<file path="src/rtl/glyph_pkg.sv">
package glyph_pkg;
    localparam int WORD_BITS = 32;
    localparam int BYTE_BITS = 8;
    localparam int PTR_W     = $clog2(WORD_BITS);
    localparam int LANE_W    = $clog2(BYTE_BITS);

    typedef enum logic [1:0] {
        ST_IDLE  = 2'd0,
        ST_FETCH = 2'd1,
        ST_EMIT  = 2'd2
    } gx_state_e;
endpackage

</file>
<file path="src/rtl/glyph_bit_pick.sv">
module glyph_bit_pick
    import glyph_pkg::*;
(
    input  logic [WORD_BITS-1:0] word,
    input  logic [PTR_W-1:0]     idx,
    output logic                 bit_o
);
    // Byte lanes are taken from the low end of the word; within a lane
    // the pixel order runs from the top bit down.
    logic [PTR_W-1:0] sel;

    always_comb begin
        sel = {idx[PTR_W-1:LANE_W], ~idx[LANE_W-1:0]};
        bit_o = word[sel];
    end
endmodule

</file>
<file path="src/rtl/glyph_raster.sv">
module glyph_raster #(
    parameter int DIM_W = 8
) (
    input  logic             clk,
    input  logic             rst_n,
    input  logic             clear,
    input  logic             step,
    input  logic [DIM_W-1:0] width,
    input  logic [DIM_W-1:0] height,
    output logic [DIM_W-1:0] x,
    output logic [DIM_W-1:0] y,
    output logic             at_end
);
    logic row_end;

    always_comb begin
        row_end = (x == width - DIM_W'(1));
        at_end  = row_end && (y == height - DIM_W'(1));
    end

    always_ff @(posedge clk) begin
        if (!rst_n || clear) begin
            x <= '0;
            y <= '0;
        end else if (step) begin
            if (row_end) begin
                x <= '0;
                y <= y + DIM_W'(1);
            end else begin
                x <= x + DIM_W'(1);
            end
        end
    end
endmodule

</file>
<file path="src/rtl/glyph_expand.sv">
module glyph_expand
    import glyph_pkg::*;
#(
    parameter int PIX_W = 24,
    parameter int DIM_W = 8
) (
    input  logic                 clk,
    input  logic                 rst_n,
    input  logic                 start,
    input  logic [DIM_W-1:0]     cfg_width,
    input  logic [DIM_W-1:0]     cfg_height,
    input  logic [PIX_W-1:0]     cfg_fg,
    input  logic [PIX_W-1:0]     cfg_bg,
    output logic                 idle,
    input  logic                 in_valid,
    input  logic [WORD_BITS-1:0] in_data,
    output logic                 in_ready,
    output logic                 out_valid,
    input  logic                 out_ready,
    output logic [PIX_W-1:0]     out_pix,
    output logic [DIM_W-1:0]     out_x,
    output logic [DIM_W-1:0]     out_y,
    output logic                 out_last
);
    localparam logic [PTR_W-1:0] PTR_TOP = PTR_W'(WORD_BITS - 1);

    gx_state_e state_q, state_d;

    logic [DIM_W-1:0]     width_q, height_q;
    logic [PIX_W-1:0]     fg_q, bg_q;
    logic [WORD_BITS-1:0] word_q;
    logic [PTR_W-1:0]     ptr_q;
    logic                 cur_bit;
    logic                 launch;
    logic                 take_word;
    logic                 take_pix;
    logic                 at_end;

    assign launch    = (state_q == ST_IDLE) && start;
    assign take_word = in_valid && in_ready;
    assign take_pix  = out_valid && out_ready;

    // State register
    always_ff @(posedge clk) begin
        if (!rst_n) state_q <= ST_IDLE;
        else        state_q <= state_d;
    end

    // Next-state logic
    always_comb begin
        state_d = state_q;
        unique case (state_q)
            ST_IDLE: begin
                if (start && (cfg_width != '0) && (cfg_height != '0))
                    state_d = ST_FETCH;
            end
            ST_FETCH: begin
                if (in_valid) state_d = ST_EMIT;
            end
            ST_EMIT: begin
                if (out_ready) begin
                    if (at_end)                state_d = ST_IDLE;
                    else if (ptr_q == PTR_TOP) state_d = ST_FETCH;
                end
            end
            default: state_d = ST_IDLE;
        endcase
    end

    // Outputs
    always_comb begin
        idle      = 1'b0;
        in_ready  = 1'b0;
        out_valid = 1'b0;
        unique case (state_q)
            ST_IDLE:  idle      = 1'b1;
            ST_FETCH: in_ready  = 1'b1;
            ST_EMIT:  out_valid = 1'b1;
            default:  idle      = 1'b1;
        endcase
        out_pix  = cur_bit ? fg_q : bg_q;
        out_last = out_valid && at_end;
    end

    // Datapath: glyph settings, held word, bit pointer
    always_ff @(posedge clk) begin
        if (!rst_n) begin
            width_q  <= '0;
            height_q <= '0;
            fg_q     <= '0;
            bg_q     <= '0;
            word_q   <= '0;
            ptr_q    <= '0;
        end else begin
            if (launch) begin
                width_q  <= cfg_width;
                height_q <= cfg_height;
                fg_q     <= cfg_fg;
                bg_q     <= cfg_bg;
            end
            if (take_word) begin
                word_q <= in_data;
                ptr_q  <= '0;
            end else if (take_pix) begin
                ptr_q <= ptr_q + PTR_W'(1);
            end
        end
    end

    glyph_bit_pick u_pick (
        .word  (word_q),
        .idx   (ptr_q),
        .bit_o (cur_bit)
    );

    glyph_raster #(.DIM_W(DIM_W)) u_raster (
        .clk    (clk),
        .rst_n  (rst_n),
        .clear  (launch),
        .step   (take_pix),
        .width  (width_q),
        .height (height_q),
        .x      (out_x),
        .y      (out_y),
        .at_end (at_end)
    );

    // a stalled pixel must not change
    assert_hold_stall_R9: assert property (@(posedge clk) disable iff (!rst_n)
        (out_valid && !out_ready) |=> (out_valid && $stable(out_pix) && $stable(out_x) && $stable(out_y)));

    // coordinates remain inside the rectangle
    assert_coord_range_R5: assert property (@(posedge clk) disable iff (!rst_n)
        out_valid |-> ((out_x < width_q) && (out_y < height_q)));

    // accepting the final pixel returns the block to idle
    assert_last_idle_R6: assert property (@(posedge clk) disable iff (!rst_n)
        (take_pix && out_last) |=> (idle && !in_ready && !out_valid));

    // an idle block neither requests words nor offers pixels
    assert_idle_quiet_R8: assert property (@(posedge clk) disable iff (!rst_n)
        idle |-> (!in_ready && !out_valid));

    // words are never requested while a pixel is pending
    assert_one_side_R7: assert property (@(posedge clk) disable iff (!rst_n)
        !(in_ready && out_valid));
endmodule

</file>
<file path="config.mk">
export PLATFORM = sky130hd
export DESIGN_NAME = glyph_expand
export DESIGN_NICKNAME = d
export VERILOG_FILES = /design/src/rtl/glyph_pkg.sv /design/src/rtl/glyph_bit_pick.sv /design/src/rtl/glyph_raster.sv /design/src/rtl/glyph_expand.sv
export SDC_FILE = /design/constraint.sdc
export NUM_CORES = 1
export LEC_CHECK = 0
export BUFFER_PORTS_ARGS = -buffer_cell sky130_fd_sc_hd__buf_2
export CAP_MARGIN = 20
export CORE_MARGIN = 5
export CORE_UTILIZATION = 60
export CTS_BUF_LIST = sky130_fd_sc_hd__clkbuf_4
export CTS_CLUSTER_DIAMETER = 200
export DETAILED_ROUTE_END_ITERATION = 10
export GPL_TIMING_DRIVEN = 0
export PLACE_DENSITY = 0.88
export SYNTH_ARGS = -nofsm -noshare
export SYNTH_HDL_FRONTEND = slang
export SYNTH_HIERARCHICAL = 1
export SYNTH_SLANG_ARGS = --single-unit
</file>
<file path="constraint.sdc">
create_clock -name clk -period 4.84 [get_ports clk]
set_clock_uncertainty 0.05 [all_clocks]
set_input_delay 0.968 -clock clk [delete_from_list [all_inputs] [get_ports clk]]
set_output_delay 0.968 -clock clk [all_outputs]
set_load 0.01 [all_outputs]
</file>
# After elaboration in Yosys (flattened, before gate mapping)
# Index checks and enable logic that the tools add are counted.
[classes]
bitwise = 2
n_eq_ne = 9
n_reduce_logical = 16
addsub = 5
order_cmp = 1
n_mux = 13
[ops]
columns = ["op", "count"]
rows = [
  ["$mux W24", 1],
  ["$add A8 B1 Y8 const B", 2],
  ["$eq A8 B8 Y1", 2],
  ["$reduce_bool A8 Y1", 2],
  ["$sub A8 B1 Y8 const B", 2],
  ["$mux W2", 5],
  ["$mux W8", 1],
  ["$logic_and A1 B1 Y1", 7],
  ["$lt A5 B6 Y1 const B", 1],
  ["$pmux W2 S3", 1],
  ["$add A5 B1 Y5 const B", 1],
  ["$bmux W1 S5", 1],
  ["$eq A5 B5 Y1 const B", 1],
  ["$mux W1", 4],
  ["$ne A2 B2 Y1 const B", 2],
  ["$reduce_and A4 Y1", 1],
  ["$reduce_or A2 Y1", 2],
  ["$ne A3 B3 Y1 const B", 1],
  ["$not A3 Y3", 1],
  ["$eq A2 B1 Y1 const B", 1],
  ["$eq A2 B2 Y1 const B", 1],
  ["$logic_not A2 Y1", 1],
  ["$ne A2 B1 Y1 const B", 1],
  ["$reduce_and A2 Y1", 1],
  ["3 further kinds", 3],
]
[totals]
input_bits = 101
out_inout_bits = 44
ff_bits = 119
word_cells = 55

# Logic depth before layout (Yosys ltp)
# Gate-level depths: netlist of the first run.
[logic_depth]
word_depth = 6
ltp_mapped = 15
mapped_depth_nobuf = 12

# Modules after synthesis
# The synthesis of the first run kept the hierarchy.
[modules_own_cells]
columns = ["module", "n_inst", "seq_area_each_um2", "area_per_inst_um2", "cells_per_inst"]
rows = [
  ["glyph_expand", 1, 2062.0, 4259.1, 501],
  ["glyph_raster", 1, 320.3, 1308.8, 158],
  ["glyph_bit_pick", 1, 0.0, 325.3, 41],
]

# Least setup slack after synthesis of the first run
# Ideal clock, no wire load.
[synth_timing]
kind = "register to output"
startpoint = "register width_q[0]"
endpoint = "output port out_last"
required_ps = 3822
path_slack_ps = 1743
path_buffers = 1
arrival_ps = 2079
path_stages_with_launch = 11
cell_sequence = "dfxtp_1 inv_1 ha_1 buf_6 nor2b_1 or3_4 a31oi_4 nand3_2 nor2_1 o2111a_1 and2_1"
[synth_between]
elab_chain_len = 4
[synth_lines]
columns = ["item", "line_no", "rtl"]
rows = [
  ["from (decl)", "glyph_expand.sv:29", "logic [DIM_W-1:0] width_q, height_q;"],
  ["from (signal assigned)", "glyph_expand.sv:96", "width_q <= cfg_width;"],
  ["$sub A8 B1 Y8", "glyph_raster.sv:17", "row_end = (x == width - DIM_W'(1));"],
  ["$eq A8 B8 Y1", "glyph_raster.sv:17", ""],
  ["$logic_and A1 B1 Y1", "glyph_raster.sv:18", "at_end = row_end && (y == height - DIM_W'(1));"],
  ["named net at_end", "glyph_expand.sv:37", "logic at_end;"],
  ["$logic_and A1 B1 Y1", "glyph_expand.sv:82", "out_last = out_valid && at_end;"],
  ["to (decl)", "glyph_expand.sv:23", "output logic out_last"],
]
# The timed path passes the listed nets, and every way through them passes these cells.

# Worst setup path in the final report of the first run
# Ends and elaborated chain as after synthesis.

==> results of run 1 <==
per-stage QoR:
| stage | setup slack, ps | total power (W) | utilization | cells | hold slack, ps |
|---|---|---|---|---|---|
| final | 727 | 0.00279 | 0.729 | 1008 | 419 |
| after global routing | 548 | 0.00295 | 0.729 | 1008 | 439 |
| after CTS | 749 | 0.00280 | 0.729 | 1008 | 419 |
| after detailed placement | 1330 | 0.00208 | 0.700 | 977 | 406 |
| after global placement | 1400 | 0.00203 | 0.700 | 977 | 397 |
| after floorplan | 1740 | 0.00181 | - | 700 | 390 |
kinds of logic after synthesis:
| family | Yosys count | synth area share |
|---|---|---|
| and+or+nand+nor | 298 | 0.228 |
| buffers and inverters | 58 | 0.0476 |
| adders and majority gates | 11 | 0.0234 |
| DFF | 119 | 0.404 |
| AOI/OAI and AO/OA | 144 | 0.178 |
| xor gates and xnor gates | 27 | 0.0401 |
| muxes | 43 | 0.0783 |
registers in the layout, summed over array words and instances, names as in the netlist:
register	count
bg_q	24
fg_q	24
height_q	8
ptr_q	5
state_q	2
u_raster/x	8
u_raster/y	8
width_q	8
word_q	32
per-layer routing:
layer / up-vias / track usage / routed length, um
li1: 2701 / - / -
met3: 28 / 0.0557 / 846
met2: 169 / 0.459 / 7620
met4: 0 / 0.0857 / 312
met5: - / 0 / 0
met1: 2535 / 0.314 / 6510
layout make-up:
| class | count | area (um2) |
|---|---|---|
| Buffer | 44 | 228 |
| Clock buffer | 20 | 150 |
| Clock inverter | 11 | 133 |
| Fill cell | 753 | 2620 |
| Inverter | 14 | 52.6 |
| Multi-Input combinational cell | 523 | 3230 |
| Sequential cell | 119 | 2380 |
| Tap cell | 133 | 166 |
| Timing Repair Buffer | 144 | 721 |
worst max-delay path: cells and delay by family (launching register included):
kind	cells	cell delay, ps
compound gates	2	480
fa+ha+maj	1	210
buf+inv	3	350
flops	1	500
simple gates	5	1040
synthesized netlist by cell type (all sizes together), types with 4 or more instances:
cell	instances	area share
o31ai	6	0.0076
nand2b	5	0.0053
xor2	11	0.016
nor2	9	0.0057
nand4	5	0.0064
a22oi	4	0.0051
buf	24	0.026
mux2	25	0.048
xnor2	16	0.024
dfxtp	119	0.40
and4	4	0.0059
nand2	216	0.14
o21ai	5	0.0042
a21boi	96	0.12
nor2b	8	0.0085
nor3	16	0.015
or4	7	0.0089
inv	14	0.0089
clkbuf	20	0.013
nand3	8	0.0076
a21oi	19	0.016
mux2i	18	0.031
ha	11	0.023
power by group through the flow:
| stage | Sequential (W) | Combinational, W | Clock, W |
|---|---|---|---|
| after floorplan | 0.00119 | 0.000618 | 0 |
| after global placement | 0.00121 | 0.000824 | 0 |
| after detailed placement | 0.00122 | 0.000862 | 0 |
| after CTS | 0.00120 | 0.000867 | 0.000732 |
| after global routing | 0.00122 | 0.000958 | 0.000773 |
| final | 0.00120 | 0.000868 | 0.000724 |
path summary, 6_finish.rpt:
path | from | endpoint | slack, ps | depth (start not counted)
setup / recovery | width_q[0]$_SDFFE_PN0P_ | out_last | 730 | 11
hold / removal | fg_q[8]$_SDFFE_PN0P_ | fg_q[8]$_SDFFE_PN0P_ | 420 | 2
setup reg to reg | width_q[0]$_SDFFE_PN0P_ | state_q[0]$_SDFFE_PN0P_ | 1640 | 13
hold reg to reg | fg_q[8]$_SDFFE_PN0P_ | fg_q[8]$_SDFFE_PN0P_ | 420 | 2
==> impl_metrics.py, run 1 <==
metrics = {
    "logic_synthesis": {
        "synth_area_um2": 5890,
        "synth_flop_cell": "dfxtp_1",
        "ys_seq_elements": 119,
        "synth_nets": 812,
        "yosys_warnings": 6,
        "synth_edf_count": 0,
        "synthArstFlopShare": 0,
        "syn_inst": 700,
        "synth_cell_types": 57,
        "synth_seq_area_share": 0.404,
        "avgSynthCellArea_um2": 8.42,
    },
    "critical_path": {
        "crit_type": "reg2out",
        "crit_required_ps": 3820,
        "cp_slowest_cell": "dfxtp_1",
        "crit_path_start_kind": "register",
        "path_max_fanout": 8,
        "crit_chain": "inv_1 > ha_1 > buf_6 > nor2b_1 > or3_4 > a31oi_4 > nand3_2 > nor2_1 > o2111a_1 > and2_1 > buf_2",
        "cp-end-kind": "output pin",
        "cpPeakStageDelay_ps": 500,
        "cp.arrival_ps": 3100,
    },
    "timing": {
        "rsz0062_at_grt": "false",
        "min_period_ps": 4110,
        "fin_crit_sh": 0.850,
        "relSlewSlack": 0.661,
        "tightest_slew_ps": 509,
        "max_freq_ghz": 0.243,
        "tns_ps": 0,
        "hold_viol": 0,
        "final_max_slew_viol_count": 0,
        "setup_viol": 0,
    },
    "detailed_routing": {
        "wl_um": 15300,
        "drt_first_iter_violations": 287,
        "drc": 0,
        "wl_per_cell_um": 15.2,
        "drtAntennaViolNets": 0,
        "vias": 5433,
        "drt-pass1-iter-count": 6,
        "detail_route.vias_per_cell": 5.39,
    },
    "placed_design": {
        "placedInstanceArea_um2": 6780,
        "gp_congestion": 0.902,
        "io_buffers": 144,
        "dp_hpwl_um": 11800,
    },
    "clocking": {
        "cts_tree": "built",
        "cts_hold_buf": 0,
        "cts_num_sinks": 119,
        "cts-root-buf": "clkbuf_4",
        "htreeDepth": 4,
        "worstSkewPairLatency_ps": 520,
        "clk_pin_slew_ps": 110,
        "numCtsBuffers": 17,
        "post_cts_buffers": 0,
        "cts.repair.resized": 0,
        "ctsLongestPathBuffers": 2,
    },
    "pwr": {
        "power.static_leakage_nw": 2.90,
        "ir_drop_mv": 0.210,
        "p_comb_frac": 0.311,
        "power_switching_w": 0.000955,
        "p_int_w": 0.00184,
        "swShare": 0.342,
        "powerDensity_nw_per_um2": 396,
        "clockPowerShare": 0.259,
        "pwr-share-seq": 0.430,
    },
    "finish": {
        "layout-drive-gt1-share": 0.259,
        "most-common-layout-cells": "nand2_1 (216), buf_2 (157), dfxtp_1 (119)",
        "area_growth_pct": 19.9,
        "nNetsFinal": 975,
        "antenna_cells": 0,
        "fin_area_um2": 7060,
        "final_common_cell": "nand2_1",
    },
    "die": {
        "die_area_um2": 11900,
        "ioPinCount": 145,
        "rows": 36,
        "start_util": 0.609,
        "fp.dieW_um": 109,
        "dieHeight_um": 109,
        "core_um2": 9680,
    },
    "global_routing": {
        "grt_pass1_vias": 5386,
        "antenna_found_initial": 0,
        "groute.usage.overall": 0.260,
        "globalRouteOverflowTotal": 0,
        "grt_pass1_wl_um": 24500,
        "grt_max_degree": 17,
    },
    "worst_hold_path": {
        "hold_class": "reg2reg",
    },
    "run": {
        "drv_cap": 0,
    },
    "run_status": {
        "status": "completed",
    },
}
(Power assumes the default switching activity.)
==> run 2, diff against run 1 <==
Settings changed: ABC_AREA from default to 1, CORE_UTILIZATION 60 to 55, PLACE_DENSITY 0.88 to 0.82.
Clock period 4.84 ns to 3.81 ns, I/O delays scaled along.
==> run 2 against run 1 <==
Net effect: clock-buffer cell count is 2 lower; core utilization is 5.3 points lower; area after synthesis is 1.9% lower; first-iteration DRC count is 20% higher; critical path depth is 4 higher; setup slack worse by 440 ps; non-clock buffer count is 3 lower; sequential share of layout area is 0.56 points higher; sequential power is 40% higher; hold slack worse by 16 ps; total power is 48% higher; critical path type unchanged; critical endpoint is now out_pix[3]; largest cell class unchanged; largest power group unchanged.
==> impl_metrics.py, run 2 <==
metrics = {
    "run_status": {
        "status": "completed",
    },
    "clocking": {
        "cts_hold_buf": 0,
        "post_cts_buffers": 0,
        "ctsLongestPathBuffers": 2,
        "cts.repair.resized": 0,
        "worstSkewPairLatency_ps": 500,
        "htreeDepth": 4,
        "clk_pin_slew_ps": 110,
        "cts_tree": "built",
        "cts_num_sinks": 119,
        "numCtsBuffers": 17,
        "cts-root-buf": "clkbuf_4",
    },
    "finish": {
        "nNetsFinal": 1110,
        "reg.largest.list": "word_q: 32 flops, bg_q: 24 flops, fg_q: 24 flops",
        "fin_cells": 1147,
        "nFillCells": 987,
        "multi_input_area_um2": 2840,
        "final_common_cell": "nor2_1",
        "antenna_cells": 0,
        "largest_reg_flops": 32,
        "most-common-layout-cells": "nor2_1 (170), buf_2 (151), nand2_1 (132)",
        "layout-drive-gt1-share": 0.226,
        "area_growth_pct": 20.2,
        "ff_latch_area_um2": 2380,
        "regMostFlops": "word_q",
    },
    "pwr": {
        "powerDensity_nw_per_um2": 596,
        "power.static_leakage_nw": 3.14,
        "ir_drop_mv": 0.355,
    },
    "critical_path": {
        "r2r_end": "state_q[0]$_SDFFE_PN0P_",
        "crit_type": "reg2out",
        "cp_slowest_cell": "dfxtp_1",
        "cp_num_buf_inv": 5,
        "crit_start": "ptr_q[0]$_SDFFE_PP0P_",
        "endpoint": "out_pix[3]",
        "path_common_cell": "nand2_1",
        "critical_path_cell_count": 15,
        "cpPeakStageDelay_ps": 420,
        "cp.arrival_ps": 2710,
        "path_max_fanout": 10,
        "crit_required_ps": 3000,
        "cp-end-kind": "output pin",
        "reg2regPathDepth": 18,
        "r2r_slack_ps": 1260,
        "cp_top_family": "buffers and inverters",
        "regToRegStartpoint": "width_q[0]$_SDFFE_PN0P_",
        "crit_path_start_kind": "register",
        "crit_chain": "buf_6 > buf_6 > nand2_1 > nand3_1 > nand3_1 > nand2_1 > nand2_1 > nand2_1 > nand2_1 > nand2_1 > buf_2 > buf_2 > nand2_1 > o21ai_0 > buf_2",
    },
    "logic_synthesis": {
        "synth_edf_count": 0,
        "synth_seq_area_share": 0.412,
        "synth_area_um2": 5780,
        "syn_inst": 835,
        "ys_seq_elements": 119,
        "yosys_warnings": 6,
        "avgSynthCellArea_um2": 6.92,
        "synth_area_leaders": "dfxtp_1 (41%), nor2_1 (11%), o21ai_0 (11%)",
        "synth_flop_cell": "dfxtp_1",
        "synth_top_area_share": 0.412,
        "yosys-top-cells-count": "nor2_1 (170), nand2_1 (132), o21ai_0 (123)",
        "synthArstFlopShare": 0,
        "yosysMostFrequentCell": "nor2_1",
        "yosys.area.top_type": "dfxtp_1",
        "synth_cell_types": 33,
        "synth_nets": 947,
    },
    "global_routing": {
        "grt_max_degree": 17,
        "grt_pass1_wl_um": 24500,
        "antenna_found_initial": 0,
        "groute.usage.overall": 0.235,
        "grt_pass1_vias": 5421,
        "globalRouteOverflowTotal": 0,
    },
    "detailed_routing": {
        "wl_per_cell_um": 12.9,
        "drt-pass1-iter-count": 5,
        "drc": 0,
        "detail_route.vias_per_cell": 5.02,
        "vias": 5756,
        "wl_um": 14800,
        "drt_first_iter_violations": 344,
        "drtAntennaViolNets": 0,
    },
    "worst_hold_path": {
        "holdCritStartpoint": "bg_q[7]$_SDFFE_PN0P_",
        "hold_class": "reg2reg",
    },
    "die": {
        "ioPinCount": 145,
        "dieHeight_um": 113,
        "die_area_um2": 12700,
        "fp.dieW_um": 113,
        "start_util": 0.562,
        "rows": 37,
        "core_um2": 10300,
    },
    "timing": {
        "final_max_slew_viol_count": 0,
        "fin_crit_sh": 0.925,
        "hold_viol": 0,
        "tns_ps": 0,
        "rsz0062_at_grt": "false",
        "min_period_ps": 3520,
        "relSlewSlack": 0.649,
        "setup_viol": 0,
        "tightest_slew_ps": 527,
        "max_freq_ghz": 0.284,
    },
    "run": {
        "drv_cap": 0,
    },
    "placed_design": {
        "io_buffers": 144,
        "gp_congestion": 0.870,
        "dp_hpwl_um": 11300,
        "dp.cells": 1115,
    },
}
[run 2: worst min path at each step]
stage,end,slack (ps),cells after the start
2_1_floorplan,bg_q[23]$_SDFFE_PN0P_,370,2
3_3_place_gp,bg_q[12]$_SDFFE_PN0P_,380,2
3_5_place_dp,bg_q[12]$_SDFFE_PN0P_,390,2
4_1_cts,bg_q[12]$_SDFFE_PN0P_,410,2
5_1_grt,bg_q[15]$_SDFFE_PN0P_,420,2
6_report,bg_q[7]$_SDFFE_PN0P_,400,2
[run 2: cell type report]
type                       instances  area share
multi-input combinational        594       0.409
inverter                          81      0.0445
tap                              136      0.0245
sequential                       119       0.343
clock buffer                      18      0.0194
buffer                            41      0.0357
timing repair buffer             144       0.104
clock inverter                    14      0.0203
[run 2: power breakdown]
part	leakage (nW)	internal (W)	total, W	switching, W
sequential	0.977	0.00152	0.00168	0.000164
combinational	2.03	0.000597	0.00158	0.000979
clock	0.139	0.000349	0.000883	0.000534
[run 2: worst register-to-register path, delay by kind of cell, from the launching register on]
kind / cells / cell delay (ps)
AND/OR/NAND/NOR: 13 / 1400
flip-flops: 1 / 380
adder cells (fa/ha/maj): 1 / 310
buffers and inverters: 4 / 320
[run 2: cell families (layout without fill, tap and decap cells)]
logic type	Yosys count	in the layout	synth area share
AO/OA/AOI/OAI	173	173	0.151
XOR/XNOR	26	26	0.0394
adder cells (fa/ha/maj)	11	11	0.0238
buffers and inverters	122	298	0.0963
flip-flops	119	119	0.412
AND/OR/NAND/NOR	384	384	0.277
[run 2: stage by stage]
stage	worst slack (ps)	utilization	total power (W)	hold WS, ps	area (um2)
after detailed placement	843	0.649	0.00328	388	6670
after CTS	269	0.676	0.00415	405	6950
after global routing	45.2	0.676	0.00447	419	6950
final	286	0.676	0.00414	403	6950
after global placement	833	0.649	0.00324	383	6670
after floorplan	1310	-	0.00282	374	5780
[run 2: per-layer routing]
metal  vias up  part of all wire  GRT usage
met1      2565              0.45      0.312
met3        12             0.072     0.0550
li1       2992                 -          -
met2       187              0.46      0.388
met4         0            0.0086     0.0601
met5         -                 0          0
==> run 3, diff against run 2 <==
Settings changed: CORE_ASPECT_RATIO from default to 1.75.
==> run 3 against run 2 <==
Net effect: clock power grew 6.5%; die area rose by 0.63%; sequential cell count unchanged; total power up 1.5%; final cell count shrank 0.70%.
==> impl_metrics.py, run 3 (synthesized netlist as in run 2, its figures left out) <==
metrics = {
    "run_status": {
        "status": "completed",
    },
    "critical_path": {
        "crit_type": "reg2out",
        "crit_path_start_kind": "register",
        "cp.arrival_ps": 2730,
        "cp_num_buf_inv": 5,
        "cp_top_family": "buffers and inverters",
        "crit_required_ps": 3000,
        "path_max_fanout": 10,
        "cp_slowest_cell": "dfxtp_1",
        "crit_chain": "buf_2 > inv_2 > nand3_1 > nand3_1 > nand2_1 > nand2_1 > nand2_1 > nand2_1 > nand2_1 > buf_2 > buf_2 > nand2_1 > o21ai_0 > buf_2",
        "cpPeakStageDelay_ps": 380,
        "cp-end-kind": "output pin",
        "path_common_cell": "nand2_1",
    },
    "global_routing": {
        "groute.usage.overall": 0.245,
        "grt_pass1_vias": 5720,
        "antenna_found_initial": 1,
        "globalRouteOverflowTotal": 0,
        "grt_max_degree": 17,
        "grt_pass1_wl_um": 25000,
    },
    "run": {
        "drv_cap": 0,
    },
    "timing": {
        "rsz0062_at_grt": "false",
        "max_freq_ghz": 0.282,
        "fin_crit_sh": 0.930,
        "relSlewSlack": 0.669,
        "tns_ps": 0,
        "hold_viol": 0,
        "tightest_slew_ps": 497,
        "layout_setup_ws_ps": 267,
        "setup_viol": 0,
        "final_max_slew_viol_count": 0,
        "min_period_ps": 3540,
    },
    "placed_design": {
        "gp_congestion": 0.908,
        "place_ws_ps": 828,
        "placedInstanceArea_um2": 6660,
        "dp_hpwl_um": 11900,
        "io_buffers": 144,
    },
    "pwr": {
        "power_switching_w": 0.00163,
        "power.static_leakage_nw": 3.16,
        "clockPowerShare": 0.223,
        "pwr-share-seq": 0.400,
        "ir_drop_mv": 0.475,
        "p_int_w": 0.00257,
        "p_comb_frac": 0.376,
        "swShare": 0.389,
        "powerDensity_nw_per_um2": 605,
    },
    "detailed_routing": {
        "drc": 0,
        "drt-pass1-iter-count": 5,
        "wl_um": 15200,
        "wl_per_cell_um": 13.4,
        "vias": 5858,
        "drtAntennaViolNets": 0,
        "detail_route.vias_per_cell": 5.14,
        "drt_first_iter_violations": 267,
    },
    "die": {
        "core_um2": 10300,
        "ioPinCount": 145,
        "start_util": 0.561,
        "fp.dieW_um": 87.5,
        "die_area_um2": 12700,
        "dieHeight_um": 146,
        "rows": 49,
    },
    "clocking": {
        "cts_hold_buf": 0,
        "post_cts_buffers": 0,
        "cts_tree": "built",
        "clk_pin_slew_ps": 100,
        "cts.repair.resized": 0,
        "worstSkewPairLatency_ps": 520,
        "ctsLongestPathBuffers": 2,
        "cts_num_sinks": 119,
        "numCtsBuffers": 17,
        "cts-root-buf": "clkbuf_4",
        "htreeDepth": 4,
    },
    "finish": {
        "final_common_cell": "nor2_1",
        "area_growth_pct": 20.3,
        "reg.largest.list": "word_q: 32 flops, bg_q: 24 flops, fg_q: 24 flops",
        "nNetsFinal": 1110,
        "fin_area_um2": 6960,
        "regMostFlops": "word_q",
        "largest_reg_flops": 32,
        "layout-drive-gt1-share": 0.224,
        "most-common-layout-cells": "nor2_1 (170), buf_2 (151), nand2_1 (132)",
    },
    "worst_hold_path": {
        "hold_class": "reg2reg",
    },
}
## run 3: changes by cell type in the layout (fill, tap and decap cells not counted)
cell and delta:
bufinv_16 +2, clkinv_1 +2, clkinv_2 +4, clkinv_4 -1, clkinvlp_4 -1, diode_2 +1
inv_6 -5, inv_8 -1
## run 3: layout make-up
class / instances / area (um2)
fill: 973 / 3340
multi-input combinational: 594 / 2840
sequential: 119 / 2380
timing repair buffer: 144 / 721
inverter: 81 / 309
buffer: 41 / 248
tap: 127 / 159
clock inverter: 14 / 158
clock buffer: 18 / 135
antenna: 1 / 2.50
## run 3: worst min-delay path: stages (launching register included)
cell     delay [ps]
dfxtp_1         310
inv_1            60
a21oi_1          50
## run 3: final timing paths
kind,start,endpoint,slack [ps],cells past startpoint
hold reg to reg,bg_q[14]$_SDFFE_PN0P_,bg_q[14]$_SDFFE_PN0P_,410,2
setup / recovery,ptr_q[1]$_SDFFE_PP0P_,out_pix[3],270,14
hold / removal,bg_q[14]$_SDFFE_PN0P_,bg_q[14]$_SDFFE_PN0P_,410,2
setup reg to reg,width_q[0]$_SDFFE_PN0P_,state_q[0]$_SDFFE_PN0P_,1380,18
## run 3: layer usage
layer,vias to the layer above,track usage,share of wire
met2,203,0.452,0.54
met3,55,0.0606,0.064
met5,-,0,0
met4,0,0.122,0.042
li1,2984,-,-
met1,2616,0.245,0.36
## run 3: per-stage QoR
step	utilization	cells	power [W]	hold slack (ps)
2_1_floorplan	-	835	0.00282	374
3_3_place_gp	0.647	1106	0.00325	384
3_5_place_dp	0.647	1106	0.00329	391
4_1_cts	0.675	1138	0.00423	401
5_1_grt	0.675	1139	0.00452	420
6_report	0.675	1139	0.00421	407
## run 3: power groups by stage
| stage | Sequential (W) | Combinational, W | Clock [W] |
|---|---|---|---|
| finish | 0.00168 | 0.00158 | 0.000940 |
| global route | 0.00172 | 0.00180 | 0.00100 |
| CTS | 0.00168 | 0.00159 | 0.000957 |
| detailed placement | 0.00171 | 0.00158 | 0 |
| global placement | 0.00170 | 0.00155 | 0 |
| floorplan | 0.00167 | 0.00115 | 0 |
